$ cat src/rtl/mbx_pkg.sv
package mbx_pkg;
  localparam int STAT_W   = 8;
  localparam int BIT_OBF  = 0;
  localparam int BIT_IBF  = 1;
  localparam int BIT_CD   = 3;
  localparam logic [STAT_W-1:0] SW_MASK = 8'hF4;
endpackage

$ cat src/rtl/mbx_buf.sv
module mbx_buf #(
  parameter int W = 8
) (
  input  logic         clk,
  input  logic         rst_n,
  input  logic         wr,
  input  logic         rd,
  input  logic [W-1:0] wdata,
  output logic [W-1:0] data,
  output logic         full
);
  logic [W-1:0] data_d;
  logic         full_d;

  always_comb begin
    data_d = data;
    full_d = full;
    if (wr) begin
      data_d = wdata;
      full_d = 1'b1;
    end else if (rd) begin
      full_d = 1'b0;
    end
  end

  always_ff @(posedge clk or negedge rst_n) begin
    if (!rst_n) begin
      data <= '0;
      full <= 1'b0;
    end else begin
      if (wr) data <= data_d;
      full <= full_d;
    end
  end

  a_r2_wr_sets_full: assert property (@(posedge clk) disable iff (!rst_n)
    wr |=> full);
  a_r4_rd_clears_full: assert property (@(posedge clk) disable iff (!rst_n)
    (rd && !wr) |=> !full);
  a_r10_hold_without_wr: assert property (@(posedge clk) disable iff (!rst_n)
    !wr |=> $stable(data));
endmodule

$ cat src/rtl/mbx_status.sv
module mbx_status
  import mbx_pkg::*;
(
  input  logic              clk,
  input  logic              rst_n,
  input  logic              sw_wr,
  input  logic [STAT_W-1:0] sw_wdata,
  input  logic              host_wr,
  input  logic              host_cd,
  input  logic              ack,
  output logic [STAT_W-1:0] sw_bits,
  output logic              cd,
  output logic              pend
);
  logic [STAT_W-1:0] sw_bits_d;
  logic              cd_d;
  logic              pend_d;

  always_comb begin
    sw_bits_d = sw_wr ? (sw_wdata & SW_MASK) : sw_bits;
    cd_d      = host_wr ? host_cd : cd;
    pend_d    = pend;
    if (sw_wr)    pend_d = 1'b1;
    else if (ack) pend_d = 1'b0;
  end

  always_ff @(posedge clk or negedge rst_n) begin
    if (!rst_n) begin
      sw_bits <= '0;
      cd      <= 1'b0;
      pend    <= 1'b0;
    end else begin
      if (sw_wr)   sw_bits <= sw_bits_d;
      if (host_wr) cd      <= cd_d;
      pend <= pend_d;
    end
  end

  a_r7_sw_bits_hold: assert property (@(posedge clk) disable iff (!rst_n)
    !sw_wr |=> $stable(sw_bits));
  a_r7_write_pends: assert property (@(posedge clk) disable iff (!rst_n)
    sw_wr |=> pend);
  a_r3_cd_tracks_host: assert property (@(posedge clk) disable iff (!rst_n)
    host_wr |=> (cd == $past(host_cd)));
endmodule

$ cat src/rtl/hbm_mailbox.sv
module hbm_mailbox
  import mbx_pkg::*;
#(
  parameter int DATA_W = 8
) (
  input  logic              clk,
  input  logic              rst_n,
  input  logic              host_wr,
  input  logic              host_rd,
  input  logic              host_addr,
  input  logic [DATA_W-1:0] host_wdata,
  output logic [DATA_W-1:0] host_rdata,
  output logic              host_irq,
  input  logic              ctl_wr,
  input  logic              ctl_rd,
  input  logic              ctl_addr,
  input  logic [DATA_W-1:0] ctl_wdata,
  output logic [DATA_W-1:0] ctl_rdata,
  output logic              ctl_irq
);
  localparam int RD_W = (DATA_W > STAT_W) ? DATA_W : STAT_W;

  logic [DATA_W-1:0] in_data, out_data;
  logic              in_full, out_full;
  logic [STAT_W-1:0] sw_bits, status;
  logic              cd, pend;
  logic [DATA_W-1:0] host_rdata_d, ctl_rdata_d;
  logic [RD_W-1:0]   status_ext;

  mbx_buf #(.W(DATA_W)) u_inbound (
    .clk(clk), .rst_n(rst_n),
    .wr(host_wr), .rd(ctl_rd && !ctl_addr),
    .wdata(host_wdata), .data(in_data), .full(in_full)
  );

  mbx_buf #(.W(DATA_W)) u_outbound (
    .clk(clk), .rst_n(rst_n),
    .wr(ctl_wr && !ctl_addr), .rd(host_rd && !host_addr),
    .wdata(ctl_wdata), .data(out_data), .full(out_full)
  );

  mbx_status u_status (
    .clk(clk), .rst_n(rst_n),
    .sw_wr(ctl_wr && ctl_addr), .sw_wdata(ctl_wdata[STAT_W-1:0]),
    .host_wr(host_wr), .host_cd(host_addr),
    .ack(host_rd && host_addr),
    .sw_bits(sw_bits), .cd(cd), .pend(pend)
  );

  for (genvar i = 0; i < STAT_W; i++) begin : g_stat
    if (SW_MASK[i]) begin : g_sw
      assign status[i] = sw_bits[i];
    end else if (i == BIT_OBF) begin : g_obf
      assign status[i] = out_full;
    end else if (i == BIT_IBF) begin : g_ibf
      assign status[i] = in_full;
    end else if (i == BIT_CD) begin : g_cd
      assign status[i] = cd;
    end else begin : g_zero
      assign status[i] = 1'b0;
    end
  end

  assign status_ext = RD_W'(status);

  always_comb begin
    host_rdata_d = host_rdata;
    ctl_rdata_d  = ctl_rdata;
    if (host_rd) host_rdata_d = host_addr ? status_ext[DATA_W-1:0] : out_data;
    if (ctl_rd)  ctl_rdata_d  = ctl_addr  ? status_ext[DATA_W-1:0] : in_data;
  end

  always_ff @(posedge clk or negedge rst_n) begin
    if (!rst_n) begin
      host_rdata <= '0;
      ctl_rdata  <= '0;
    end else begin
      if (host_rd) host_rdata <= host_rdata_d;
      if (ctl_rd)  ctl_rdata  <= ctl_rdata_d;
    end
  end

  assign host_irq = out_full | pend;
  assign ctl_irq  = in_full;

  a_r5_out_write_irq: assert property (@(posedge clk) disable iff (!rst_n)
    (ctl_wr && !ctl_addr) |=> host_irq);
  a_r6_out_read_drops: assert property (@(posedge clk) disable iff (!rst_n)
    (host_rd && !host_addr && !ctl_wr && !pend) |=> !host_irq);
  a_r8_ack_drops: assert property (@(posedge clk) disable iff (!rst_n)
    (host_rd && host_addr && !out_full && !ctl_wr) |=> !host_irq);
  a_r2_in_write_irq: assert property (@(posedge clk) disable iff (!rst_n)
    host_wr |=> ctl_irq);
endmodule

$ cat config.mk
export PLATFORM = sky130hd
export DESIGN_NAME = hbm_mailbox
export DESIGN_NICKNAME = d
export VERILOG_FILES = /design/src/rtl/mbx_pkg.sv /design/src/rtl/mbx_buf.sv /design/src/rtl/mbx_status.sv /design/src/rtl/hbm_mailbox.sv
export SDC_FILE = /design/constraint.sdc
export NUM_CORES = 1
export LEC_CHECK = 0
export ABC_CLOCK_PERIOD_IN_PS = 2200
export BUFFER_PORTS_ARGS = -buffer_cell sky130_fd_sc_hd__buf_2
export CAP_MARGIN = 10
export CELL_PAD_IN_SITES_DETAIL_PLACEMENT = 1
export CELL_PAD_IN_SITES_GLOBAL_PLACEMENT = 2
export CORE_MARGIN = 8
export CORE_UTILIZATION = 37
export DETAILED_ROUTE_END_ITERATION = 10
export PLACE_DENSITY = 0.84
export REMOVE_ABC_BUFFERS = 1
export SLEW_MARGIN = 20
export SYNTH_ARGS = -nofsm -noshare
export SYNTH_HDL_FRONTEND = slang
export SYNTH_SLANG_ARGS = --single-unit
$ cat constraint.sdc
create_clock -name clk -period 2.2 [get_ports clk]
set_input_delay 0.11 -clock clk [delete_from_list [all_inputs] [get_ports clk]]
set_output_delay 0.11 -clock clk [all_outputs]
set_load 0.01 [all_outputs]
==> key figures, run 1 <==
Status
  • Result of the run: completed

GRT
  • Remaining global-route overflow: 0
  • Global Route Usage Sum: 0.1181
  • Maximum number of pins on one net before global-route repair: 42
  • Wire length of the first global-routing pass: 6706 µm
  • Antenna violations before repair: 0
  • Via count of the first global-routing pass: 1295

Yosys
  • Synth Flop Type: sky130_fd_sc_hd__dfrtp_1
  • Share of synthesized flip-flops with an asynchronous set or reset: 1.000
  • Mapped Cells: 128
  • Warning count from the yosys run: 0
  • EDFF count, synth: 0
  • Synth top area cells: sky130_fd_sc_hd__dfrtp_1 60%, sky130_fd_sc_hd__mux2i_1 9.3%, sky130_fd_sc_hd__mux2_2 9.2%, sky130_fd_sc_hd__mux2_4 7.0%, sky130_fd_sc_hd__a21oi_1 4.7%
  • Post-synth cell types: 15
  • Mean cell area of the mapped netlist: 13.39 µm²
  • Leading area contributor after synthesis: sky130_fd_sc_hd__dfrtp_1
  • Sequential cell area fraction in the yosys report: 0.5985
  • Cell area after technology mapping: 0.001714 mm²
  • Flops & latches, synth: 41
  • Most used standard cells in the synthesized netlist: 41 x sky130_fd_sc_hd__dfrtp_1, 16 x sky130_fd_sc_hd__a21oi_1, 16 x sky130_fd_sc_hd__mux2i_1, 16 x sky130_fd_sc_hd__nor2_1, 14 x sky130_fd_sc_hd__mux2_2
  • Synth top area share: 0.5985
  • Most frequent cell after synthesis: sky130_fd_sc_hd__dfrtp_1

Clocking
  • Total of cells resized after clock tree synthesis: 0
  • Clock latency on the worst-skew pair: 0.28 ns
  • Maximum level of the CTS H-tree: 2
  • Number of sinks handled by clock tree synthesis: 41
  • Bufs on Longest Clock Path: 2
  • CTS buffer count: 5
  • CTS root buffer: sky130_fd_sc_hd__clkbuf_8
  • Clock transition at the registers of the reported paths: 0.08 ns
  • Clock tree from TritonCTS: done

Die
  • Boundary Pins: 42
  • Width of the die: 84.07 µm
  • Die Area: 0.007067 mm²
  • Row Count: 24
  • Core Area: 0.004414 mm²
  • Overall die height: 84.07 µm
  • Initial standard-cell utilization of the core: 0.3883

Critical path
  • Critical path data arrival time: 1.16 ns
  • Slack of the worst reg-to-reg path: 1.40 ns
  • Crit-path leading delay family: flip-flops
  • Crit path largest cell delay: 0.42 ns
  • Highest net fanout along the worst path: 4
  • Buf/Inv on CP: 1
  • Crit-path cells: or2_2, buf_2
  • CP endpoint kind: output pin
  • Max stage delay cell, worst path: sky130_fd_sc_hd__dfrtp_1
  • Endpoint required time on the critical path: 2.09 ns
  • Critical path class: reg2out
  • Critical Path Source Type: flip-flop

Drt
  • Antenna violation net count after detailed routing: 0
  • Via-to-Cell Ratio: 4.977
  • Detailed Route Iter0 Violations: 54
  • DRC violation count after routing: 0
  • Wirelength per Cell: 17.63 µm
  • Detailed-routing iteration count for the pre-antenna-repair pass: 6
  • Overall via count from detail_route: 1105
  • Total wire length: 3914 µm

Timing
  • Max Freq: 788.5 MHz
  • Share of the cycle needed by the critical path after routing: 0.5765
  • Minimum clock period: 1.268 ns
  • Fin worst setup slack: 0.9318 ns
  • Final-report hold violation count: 0
  • Slew @ Worst Pin: 0.9179 ns
  • RSZ-0062 raised after global routing: no
  • Max-slew violation count: 0
  • Rel. slew slack: 0.3881
  • Maximum clock skew at final layout: 0.003006 ns
  • Post-route worst hold slack: 0.05864 ns
  • Final setup fails: 0
  • Final sum of negative setup slack: 0 ns

Power and ir drop
  • Leakage power: 0.9738 nW
  • Peak supply drop: 0.4144 mV
  • Net switching component of the power: 0.0004544 W
  • Clk network pwr share: 0.306
  • Power share of the combinational group: 0.167
  • Switching fraction of total power: 0.2607
  • Design internal power: 0.001288 W
  • Sequential share of power: 0.526
  • Power per cell area: 852.5 mW/mm²

Layout
  • Total inserted antenna cells: 0
  • Layout fillers: 487
  • Share of final-layout standard cells stronger than drive strength 1: 0.4294
  • Utilization after layout: 0.4632
  • Net total in the final layout: 193
  • Layout overhead on the synthesized area: 19.27%

Placement
  • Pre-CTS setup slack: 0.8236 ns
  • Count of buffers from port buffering: 41
  • Gp weighted congestion: 0.7854

Min path
  • Hold Crit Class: in2reg

Run
  • Max-cap violations: 0
-- final cells by class --
| type | instances | area, µm² | area share |
|---|---|---|---|
| sequential | 41 | 1026 | 0.5018 |
| multi-input combinational | 79 | 636.9 | 0.3115 |
| timing repair buffer | 42 | 215.2 | 0.1053 |
| clock buffer | 7 | 96.34 | 0.04712 |
| tap | 52 | 65.06 | 0.03182 |
| clock inverter | 1 | 5.005 | 0.002448 |
-- repair_timing --
action,in CTS,in global routing
hold buffers,1,0
endpoints found under the hold margin,41,0
setup buffers,0,0
-- cells in the final DEF (no fill, tap or decap), types with 2 or more instances in the layout --
master                     Yosys  layout
sky130_fd_sc_hd__dfrtp_1      41      41
sky130_fd_sc_hd__buf_2         5      41
sky130_fd_sc_hd__mux2i_1      16      16
sky130_fd_sc_hd__nor2_1       16      16
sky130_fd_sc_hd__a21oi_1      16      16
sky130_fd_sc_hd__mux2_2       14      14
sky130_fd_sc_hd__mux2_4        8       8
sky130_fd_sc_hd__clkbuf_8      0       7
sky130_fd_sc_hd__nand2_1       2       2
sky130_fd_sc_hd__nand2b_1      2       2
sky130_fd_sc_hd__a21o_1        2       2
-- flip-flops by register name (all words and copies together) (netlist names) --
| signal | count |
|---|---|
| ctl_rdata | 8 |
| host_rdata | 8 |
| u_inbound.data | 8 |
| u_outbound.data | 8 |
| u_status.sw_bits | 5 |
| u_inbound.full | 1 |
| u_outbound.full | 1 |
| u_status.cd | 1 |
| u_status.pend | 1 |
-- metrics by stage --
stage	power (W)	area (µm²)	cells
after floorplan	0.001080	1663	120
after global placement	0.001214	1933	213
after detailed placement	0.001230	1933	213
after CTS	0.001775	2044	222
after global routing	0.001844	2044	222
final	0.001743	2044	222
-- final timing paths --
check / start / to / cells past startpoint
max: u_outbound.full / host_irq / 2
min: host_wdata[6] / u_inbound.data[6] / 2
max reg2reg: u_status.cd / u_status.cd / 1
min reg2reg: u_status.pend / u_status.pend / 1
max in group asynchronous: rst_n / host_rdata[7] / 2
min in group asynchronous: rst_n / ctl_rdata[1] / 2
-- power groups by stage --
| stage | clock (W) | sequential (W) | combinational, W |
|---|---|---|---|
| 6_report | 0.000534 | 0.000918 | 0.000291 |
| 5_1_grt | 0.000586 | 0.000932 | 0.000327 |
| 4_1_cts | 0.000556 | 0.000919 | 0.000300 |
| 3_5_place_dp | 0 | 0.000932 | 0.000298 |
| 3_3_place_gp | 0 | 0.000928 | 0.000286 |
| 2_1_floorplan | 0 | 0.000939 | 0.000141 |
-- routing by layer --
metal / part of all wire / global-route usage / routed length, µm / up-vias
li1: - / - / - / 523
met1: 0.46 / 0.1448 / 1816 / 539
met2: 0.46 / 0.1811 / 1786 / 39
met3: 0.073 / 0.04785 / 285 / 4
met4: 0.0064 / 0.04239 / 25 / 0
met5: 0 / 0 / 0 / -
-- kinds of logic (layout without fill, tap and decap cells) --
family / count (synthesis) / after routing / synth area share
multiplexers: 38 / 38 / 0.2555
buffers and inverters: 8 / 50 / 0.02992
AO/OA/AOI/OAI: 19 / 19 / 0.06058
AND/OR/NAND/NOR: 22 / 22 / 0.05548
flip-flops: 41 / 41 / 0.5985
(Power assumes the default switching activity.)
==> run 2, diff against run 1 <==
- ABC_AREA: unset -> 1
- ABC_CLOCK_PERIOD_IN_PS: 2200 -> 1100
- CORE_UTILIZATION: 37 -> 28
- PLACE_DENSITY: 0.84 -> 0.76
- clock period: 2.2 -> 1.1 ns (I/O delays scaled with it)
==> run 2 against run 1 <==
Final area rose by 11%. Core utilization shrank 10 points. Synthesized area rose by 6.6%. Combinational power up 110%. Count of clock-buffer cells in the layout stayed put. Critical path type unchanged. Worst setup slack worse by 0.92 ns. Sequential share of layout area decreased by 4.9 points. Critical endpoint unchanged. Sequential power rose by 94%. Highest routed layer unchanged. Non-clock buffer count grew 11. Global-route usage is 1.1 points lower.
==> key figures, run 2 <==
Status
  • Result of the run: completed (unchanged)

Placement
  • Pre-CTS setup slack: 0.2192 ns (was 0.8236 ns)
  • Count of buffers from port buffering: 41 (unchanged)
  • Detailed placement HPWL: 3297 µm
  • Total placed cells including tap cells: 315 (was 213)
  • Gp weighted congestion: 0.7014 (was 0.7854)

Critical path
  • Crit-path leading delay family: flip-flops (unchanged)
  • Critical path class: reg2out (unchanged)
  • Worst flop-to-flop path startpoint: u_outbound.full (was u_status.cd)
  • Max stage delay cell, worst path: sky130_fd_sc_hd__dfrtp_1 (unchanged)
  • Critical path data arrival time: 1.04 ns (was 1.16 ns)
  • Critical Path Source Type: flip-flop (unchanged)
  • Buf/Inv on CP: 1 (unchanged)
  • Endpoint required time on the critical path: 1.04 ns (was 2.09 ns)
  • CP endpoint kind: output pin (unchanged)
  • Highest net fanout along the worst path: 2 (was 4)
  • R2R Path End: ctl_rdata[0] (was u_status.cd)
  • Depth of the worst register-to-register path: 5 (was 1)
  • Slack of the worst reg-to-reg path: 0.18 ns (was 1.40 ns)
  • Crit path largest cell delay: 0.38 ns (was 0.42 ns)
  • Crit-path cells: or2_4, buf_6 (was or2_2, buf_2)

Die
  • Row Count: 29 (was 24)
  • Boundary Pins: 42 (unchanged)
  • Die Area: 0.009364 mm² (was 0.007067 mm²)
  • Core Area: 0.006314 mm² (was 0.004414 mm²)
  • Width of the die: 96.77 µm (was 84.07 µm)
  • Initial standard-cell utilization of the core: 0.2893 (was 0.3883)
  • Overall die height: 96.77 µm (was 84.07 µm)

Yosys
  • Most frequent cell after synthesis: sky130_fd_sc_hd__nand2_1 (was sky130_fd_sc_hd__dfrtp_1)
  • Most used standard cells in the synthesized netlist: 79 x sky130_fd_sc_hd__nand2_1, 41 x sky130_fd_sc_hd__dfrtp_1, 27 x sky130_fd_sc_hd__nand3_1 (was 41 x sky130_fd_sc_hd__dfrtp_1, 16 x sky130_fd_sc_hd__a21oi_1, 16 x sky130_fd_sc_hd__mux2i_1, 16 x sky130_fd_sc_hd__nor2_1, 14 x sky130_fd_sc_hd__mux2_2)
  • Share of synthesized flip-flops with an asynchronous set or reset: 1.000 (unchanged)
  • Synth top area share: 0.5616 (was 0.5985)
  • Post-synth cell types: 16 (was 15)
  • Cell area after technology mapping: 0.001827 mm² (was 0.001714 mm²)
  • Sequential cell area fraction in the yosys report: 0.5616 (was 0.5985)
  • Synth Flop Type: sky130_fd_sc_hd__dfrtp_1 (unchanged)
  • EDFF count, synth: 0 (unchanged)
  • Mapped Cells: 204 (was 128)
  • Mean cell area of the mapped netlist: 8.955 µm² (was 13.39 µm²)
  • Flops & latches, synth: 41 (unchanged)
  • Warning count from the yosys run: 0 (unchanged)
  • Leading area contributor after synthesis: sky130_fd_sc_hd__dfrtp_1 (unchanged)
  • Synth top area cells: sky130_fd_sc_hd__dfrtp_1 56%, sky130_fd_sc_hd__nand2_1 16%, sky130_fd_sc_hd__nand3_1 7.4%, sky130_fd_sc_hd__o21ai_2 5.3%, sky130_fd_sc_hd__inv_1 4.1% (was sky130_fd_sc_hd__dfrtp_1 60%, sky130_fd_sc_hd__mux2i_1 9.3%, sky130_fd_sc_hd__mux2_2 9.2%, sky130_fd_sc_hd__mux2_4 7.0%, sky130_fd_sc_hd__a21oi_1 4.7%)

Clocking
  • CTS buffer count: 5 (unchanged)
  • Number of sinks handled by clock tree synthesis: 41 (unchanged)
  • CTS root buffer: sky130_fd_sc_hd__clkbuf_8 (unchanged)
  • Clock latency on the worst-skew pair: 0.29 ns (was 0.28 ns)
  • Maximum level of the CTS H-tree: 2 (unchanged)
  • Bufs on Longest Clock Path: 2 (unchanged)
  • Clock tree from TritonCTS: done (unchanged)
  • Clock transition at the registers of the reported paths: 0.08 ns (about the same)

Layout
  • Most used cells in the layout excluding fill and tap cells: 79 x sky130_fd_sc_hd__nand2_1, 41 x sky130_fd_sc_hd__dfrtp_1, 40 x sky130_fd_sc_hd__buf_2, 27 x sky130_fd_sc_hd__nand3_1, 20 x sky130_fd_sc_hd__inv_1 (was 41 x sky130_fd_sc_hd__dfrtp_1, 41 x sky130_fd_sc_hd__buf_2, 16 x sky130_fd_sc_hd__mux2i_1, 16 x sky130_fd_sc_hd__nor2_1, 16 x sky130_fd_sc_hd__a21oi_1)
  • Final Non-Filler Cells: 332 (was 222)
  • Leading cell type in the layout, fill and taps excluded: sky130_fd_sc_hd__nand2_1
  • Total inserted antenna cells: 0 (unchanged)
  • Share of final-layout standard cells stronger than drive strength 1: 0.2706 (was 0.4294)
  • Net total in the final layout: 279 (was 193)
  • Layout overhead on the synthesized area: 23.90% (was 19.27%)

Timing
  • Max Freq: 916.9 MHz
  • Minimum clock period: 1.091 ns
  • Final-report hold violation count: 0 (unchanged)
  • RSZ-0062 raised after global routing: yes (was no)
  • Maximum clock skew at final layout: 0.005226 ns (was 0.003006 ns)
  • Rel. slew slack: 0.7944 (was 0.3881)
  • Share of the cycle needed by the critical path after routing: 0.9915
  • Fin worst setup slack: 0.009387 ns (was 0.9318 ns)
  • Final setup fails: 0 (unchanged)
  • Slew @ Worst Pin: 0.3073 ns (was 0.9179 ns)
  • Max-slew violation count: 0 (unchanged)
  • Final sum of negative setup slack: 0 ns (unchanged)

Drt
  • Via-to-Cell Ratio: 4.416 (was 4.977)
  • Overall via count from detail_route: 1466 (was 1105)
  • Total wire length: 4601 µm (was 3914 µm)
  • Detailed Route Iter0 Violations: 84 (was 54)
  • Wirelength per Cell: 13.86 µm (was 17.63 µm)
  • Antenna violation net count after detailed routing: 0 (unchanged)
  • Detailed-routing iteration count for the pre-antenna-repair pass: 4 (was 6)
  • DRC violation count after routing: 0 (unchanged)

GRT
  • Antenna violations before repair: 0 (unchanged)
  • Wire length of the first global-routing pass: 8155 µm (was 6706 µm)
  • Global Route Usage Sum: 0.1067 (was 0.1181)
  • Via count of the first global-routing pass: 1657 (was 1295)
  • Maximum number of pins on one net before global-route repair: 42 (unchanged)
  • Remaining global-route overflow: 0 (unchanged)

Min path
  • Hold Crit Class: in2reg (unchanged)
  • Min-Delay Startpoint: ctl_wdata[0] (was host_wdata[6])
  • Hold Path Depth: 3 (was 2)
  • Sink of the worst hold path: u_outbound.data[0] (was u_inbound.data[6])

Power and ir drop
  • Leakage power: 1.207 nW (was 0.9738 nW)
  • Power per cell area: 1503 mW/mm² (was 852.5 mW/mm²)
  • Peak supply drop: 0.4349 mV (was 0.4144 mV)

Run
  • Max-cap violations: 0 (unchanged)
==> run 2: area by class of cell <==
class                      instances  area, µm²
fill                             774       4050
sequential                        41       1026
multi-input combinational        131      626.9
timing repair buffer              53      336.6
tap                               77      96.34
inverter                          23      91.34
clock buffer                       7      86.33
==> run 2: cells by family after synthesis <==
| kind of cell | share of synthesized area |
|---|---|
| flops | 0.5616 |
| compound gates | 0.07466 |
| buf+inv | 0.09656 |
| simple gates | 0.2671 |
==> run 2: worst max-delay path by stage <==
stage / to / cells past startpoint / start / slack, ns
floorplan: ctl_rdata[1] / 4 / u_inbound.full / 0.35
global route: host_irq / 2 / u_outbound.full / -0.03
global placement: u_outbound.data[4] / 5 / ctl_addr / 0.24
finish: host_irq / 2 / u_outbound.full / 0.009
CTS: host_irq / 2 / u_status.pend / -0.002
detailed placement: u_status.sw_bits[7] / 4 / ctl_addr / 0.22
==> run 2: metal layers <==
layer / routed length (µm) / global-route usage / up-vias
met3: 185 / 0.02703 / 7
met4: 93 / 0.04970 / 0
met2: 2251 / 0.1714 / 26
met1: 2070 / 0.1301 / 697
li1: - / - / 736
met5: 0 / 0 / -
==> run 2: repair_timing <==
item / in CTS / in global routing
hold buffers: 9 / 0
resized for setup: 2 / 0
endpoints found under the hold margin: 49 / 0
setup endpoints to repair: 1 / 1
buffers inserted: 1 / 0
pin swaps: 1 / 1
==> run 2: worst register-to-register path, stage by stage, from the launching register on <==
cell and delay (ns):
sky130_fd_sc_hd__dfrtp_1 0.38, sky130_fd_sc_hd__buf_4 0.13, sky130_fd_sc_hd__inv_1 0.09, sky130_fd_sc_hd__nand2_1 0.07
sky130_fd_sc_hd__nand3_1 0.08, sky130_fd_sc_hd__nand2_1 0.05
==> run 2: power breakdown <==
group | switching, W | internal, W | total, W | leakage, nW
registers | 0.0000944 | 0.00169 | 0.00178 | 0.500
clock network | 0.000511 | 0.000499 | 0.00101 | 0.0443
logic | 0.000356 | 0.000257 | 0.000612 | 0.663
==> run 2: through the flow <==
stage / area [µm²] / utilization / hold WS (ns) / total power (W)
after floorplan: 1742 / - / -0.2406 / 0.002108
after global placement: 2071 / 0.3280 / 0.04782 / 0.002394
after detailed placement: 2071 / 0.3280 / 0.04658 / 0.002410
after CTS: 2263 / 0.3585 / 0.006124 / 0.003473
after global routing: 2263 / 0.3585 / 0.01315 / 0.003622
final: 2263 / 0.3585 / 0.009133 / 0.003402
==> run 3, diff against run 2 <==
- ABC_CLOCK_PERIOD_IN_PS: 1100 -> 1240
- CORE_UTILIZATION: 28 -> 31
- PLACE_DENSITY: 0.76 -> unset
- PLACE_DENSITY_LB_ADDON: unset -> 0.1
- RECOVER_POWER: unset -> 50
- clock period: 1.1 -> 1.24 ns (I/O delays scaled with it)
==> run 3 against run 2 <==
Power down 5.4%. Sequential power down 11%. Register-to-register slack better by 0.25 ns. Sequential share of layout area up 0.13 points. Cell count down 0.30%. Routed wire length down 4.1%. Die area down 8.1%. Clock skew about the same. Combinational power down 17%. Non-clock buffer count unchanged. Critical endpoint unchanged. Largest power group unchanged.
==> key figures, run 3 (synthesis gave the netlist of run 2 again) <==
Status
  • Result of the run: completed (unchanged)

Placement
  • Detailed placement HPWL: 3222 µm (was 3297 µm)
  • Gp weighted congestion: 0.6795 (was 0.7014)
  • Count of buffers from port buffering: 41 (unchanged)

Critical path
  • Critical path capture point: host_irq (unchanged)
  • Highest net fanout along the worst path: 3 (was 2)
  • Critical path data arrival time: 1.11 ns (was 1.04 ns)
  • Depth of the worst register-to-register path: 4 (was 5)
  • Crit-path cells: or2_2, buf_2 (was or2_4, buf_6)
  • Crit path largest cell delay: 0.39 ns (was 0.38 ns)
  • Max stage delay cell, worst path: sky130_fd_sc_hd__dfrtp_1 (unchanged)
  • Slack of the worst reg-to-reg path: 0.43 ns (was 0.18 ns)
  • Buf/Inv on CP: 1 (unchanged)
  • Start point of the critical path: u_outbound.full (unchanged)
  • R2R Path End: ctl_rdata[0] (unchanged)
  • Endpoint required time on the critical path: 1.18 ns (was 1.04 ns)
  • Critical Path Source Type: flip-flop (unchanged)
  • Count of cell instances traversed by the critical path: 2 (unchanged)
  • Critical path class: reg2out (unchanged)
  • CP endpoint kind: output pin (unchanged)
  • Worst flop-to-flop path startpoint: u_outbound.full (unchanged)
  • Crit-path leading delay family: flip-flops (unchanged)

Layout
  • Leading cell type in the layout, fill and taps excluded: sky130_fd_sc_hd__nand2_1 (unchanged)
  • Net total in the final layout: 279 (unchanged)
  • Most used cells in the layout excluding fill and tap cells: 79 x sky130_fd_sc_hd__nand2_1, 41 x sky130_fd_sc_hd__dfrtp_1, 41 x sky130_fd_sc_hd__buf_2, 27 x sky130_fd_sc_hd__nand3_1, 20 x sky130_fd_sc_hd__inv_1 (was 79 x sky130_fd_sc_hd__nand2_1, 41 x sky130_fd_sc_hd__dfrtp_1, 40 x sky130_fd_sc_hd__buf_2, 27 x sky130_fd_sc_hd__nand3_1, 20 x sky130_fd_sc_hd__inv_1)
  • Layout overhead on the synthesized area: 23.56% (was 23.90%)
  • Register cell area after layout: 0.001026 mm² (unchanged)
  • Share of final-layout standard cells stronger than drive strength 1: 0.2539 (was 0.2706)
  • Layout fillers: 731 (was 774)
  • Multi-input gate area: 609.3 µm² (was 626.9 µm²)
  • Total inserted antenna cells: 0 (unchanged)

Die
  • Initial standard-cell utilization of the core: 0.3141 (was 0.2893)
  • Die Area: 0.008605 mm² (was 0.009364 mm²)
  • Boundary Pins: 42 (unchanged)
  • Width of the die: 92.77 µm (was 96.77 µm)
  • Overall die height: 92.77 µm (was 96.77 µm)
  • Core Area: 0.005816 mm² (was 0.006314 mm²)
  • Row Count: 28 (was 29)

Timing
  • Final-report hold violation count: 0 (unchanged)
  • RSZ-0062 raised after global routing: no (was yes)
  • Post-route worst hold slack: 0.03231 ns (was 0.009133 ns)
  • Final setup fails: 0 (unchanged)
  • Maximum clock skew at final layout: 0.005674 ns (was 0.005226 ns)
  • Share of the cycle needed by the critical path after routing: 0.9411
  • Final sum of negative setup slack: 0 ns (unchanged)
  • Minimum clock period: 1.167 ns
  • Max Freq: 856.9 MHz
  • Rel. slew slack: 0.6150 (was 0.7944)
  • Slew @ Worst Pin: 0.5774 ns (was 0.3073 ns)
  • Max-slew violation count: 0 (unchanged)

Drt
  • Detailed-routing iteration count for the pre-antenna-repair pass: 4 (unchanged)
  • Via-to-Cell Ratio: 4.320 (was 4.416)
  • Wirelength per Cell: 13.33 µm (was 13.86 µm)
  • Detailed Route Iter0 Violations: 58 (was 84)
  • Total wire length: 4411 µm (was 4601 µm)
  • DRC violation count after routing: 0 (unchanged)
  • Overall via count from detail_route: 1430 (was 1466)
  • Antenna violation net count after detailed routing: 0 (unchanged)

Power and ir drop
  • Power per cell area: 1426 mW/mm² (was 1503 mW/mm²)
  • Leakage power: 1.206 nW (was 1.207 nW)
  • Peak supply drop: 0.4343 mV (was 0.4349 mV)

Clocking
  • Post-CTS setup-driven buffer insertion count: 0 (was 1)
  • Number of sinks handled by clock tree synthesis: 41 (unchanged)
  • Clock tree from TritonCTS: done (unchanged)
  • Clock transition at the registers of the reported paths: 0.08 ns (about the same)
  • Bufs on Longest Clock Path: 2 (unchanged)
  • Maximum level of the CTS H-tree: 2 (unchanged)
  • CTS root buffer: sky130_fd_sc_hd__clkbuf_8 (unchanged)
  • Clock latency on the worst-skew pair: 0.29 ns (about the same)
  • CTS buffer count: 5 (unchanged)

GRT
  • Remaining global-route overflow: 0 (unchanged)
  • Maximum number of pins on one net before global-route repair: 42 (unchanged)
  • Wire length of the first global-routing pass: 7569 µm (was 8155 µm)
  • Via count of the first global-routing pass: 1524 (was 1657)
  • Antenna violations before repair: 0 (unchanged)
  • Global Route Usage Sum: 0.1105 (was 0.1067)

Run
  • Max-cap violations: 0 (unchanged)

Min path
  • Min-Delay Startpoint: ctl_wdata[3] (was ctl_wdata[0])
  • Hold Crit Class: in2reg (unchanged)
run 3: cell count changes in the layout (fill, tap and decap cells not counted), sizes merged:
cell         delta
clkbuf          +1
dlygate4sd3     +1
bufinv          +1
buf             -2
run 3: stage by stage:
stage / cells / area, µm² / power (W) / setup slack (ns) / utilization
3_5_place_dp: 313 / 2068 / 0.002132 / 0.3834 / 0.3556
6_report: 331 / 2257 / 0.003218 / 0.07298 / 0.3881
3_3_place_gp: 313 / 2068 / 0.002125 / 0.3960 / 0.3556
5_1_grt: 331 / 2257 / 0.003406 / 0.01083 / 0.3881
2_1_floorplan: 195 / 1742 / 0.001870 / 0.4888 / -
4_1_cts: 331 / 2285 / 0.003297 / 0.05046 / 0.3929
run 3: area by class of cell:
class,instances,area share
flip-flops and latches,41,0.4545
multi-input cells,131,0.2700
repair buffers,53,0.1419
well taps,75,0.04157
inverters,23,0.04047
clock buffers,7,0.03825
clock inverters,1,0.01330
run 3: worst min-delay path by stage:
stage / end / cells after the start
2_1_floorplan: ctl_rdata[0] / 0
3_3_place_gp: u_inbound.data[4] / 2
3_5_place_dp: u_inbound.data[4] / 2
4_1_cts: u_outbound.data[3] / 3
5_1_grt: u_outbound.data[3] / 3
6_report: u_outbound.data[3] / 3
run 3: what timing repair did:
action                    in CTS  in global routing
hold buffers                  10                  0
resized for setup              0                  0
hold endpoints to repair      50                  0
run 3: metal layers:
layer	up-vias	GRT usage	wire, µm
li1	736	-	-
met1	663	0.1342	2107
met4	0	0.04027	30
met5	-	0	0
met2	29	0.1740	2018
met3	2	0.04207	254
run 3: report_power, final:
group / internal, W / switching, W / total (W)
logic: 0.000210 / 0.000302 / 0.000511
clock network: 0.000657 / 0.000468 / 0.00113
registers: 0.00150 / 0.0000857 / 0.00158
total: 0.00236 / 0.000855 / 0.00322
run 3: tightest hold or removal path, cell delays in order:
cell	delay, ns
sky130_fd_sc_hd__buf_2	0.08
sky130_fd_sc_hd__nand3_1	0.08
sky130_fd_sc_hd__nand2_1	0.07
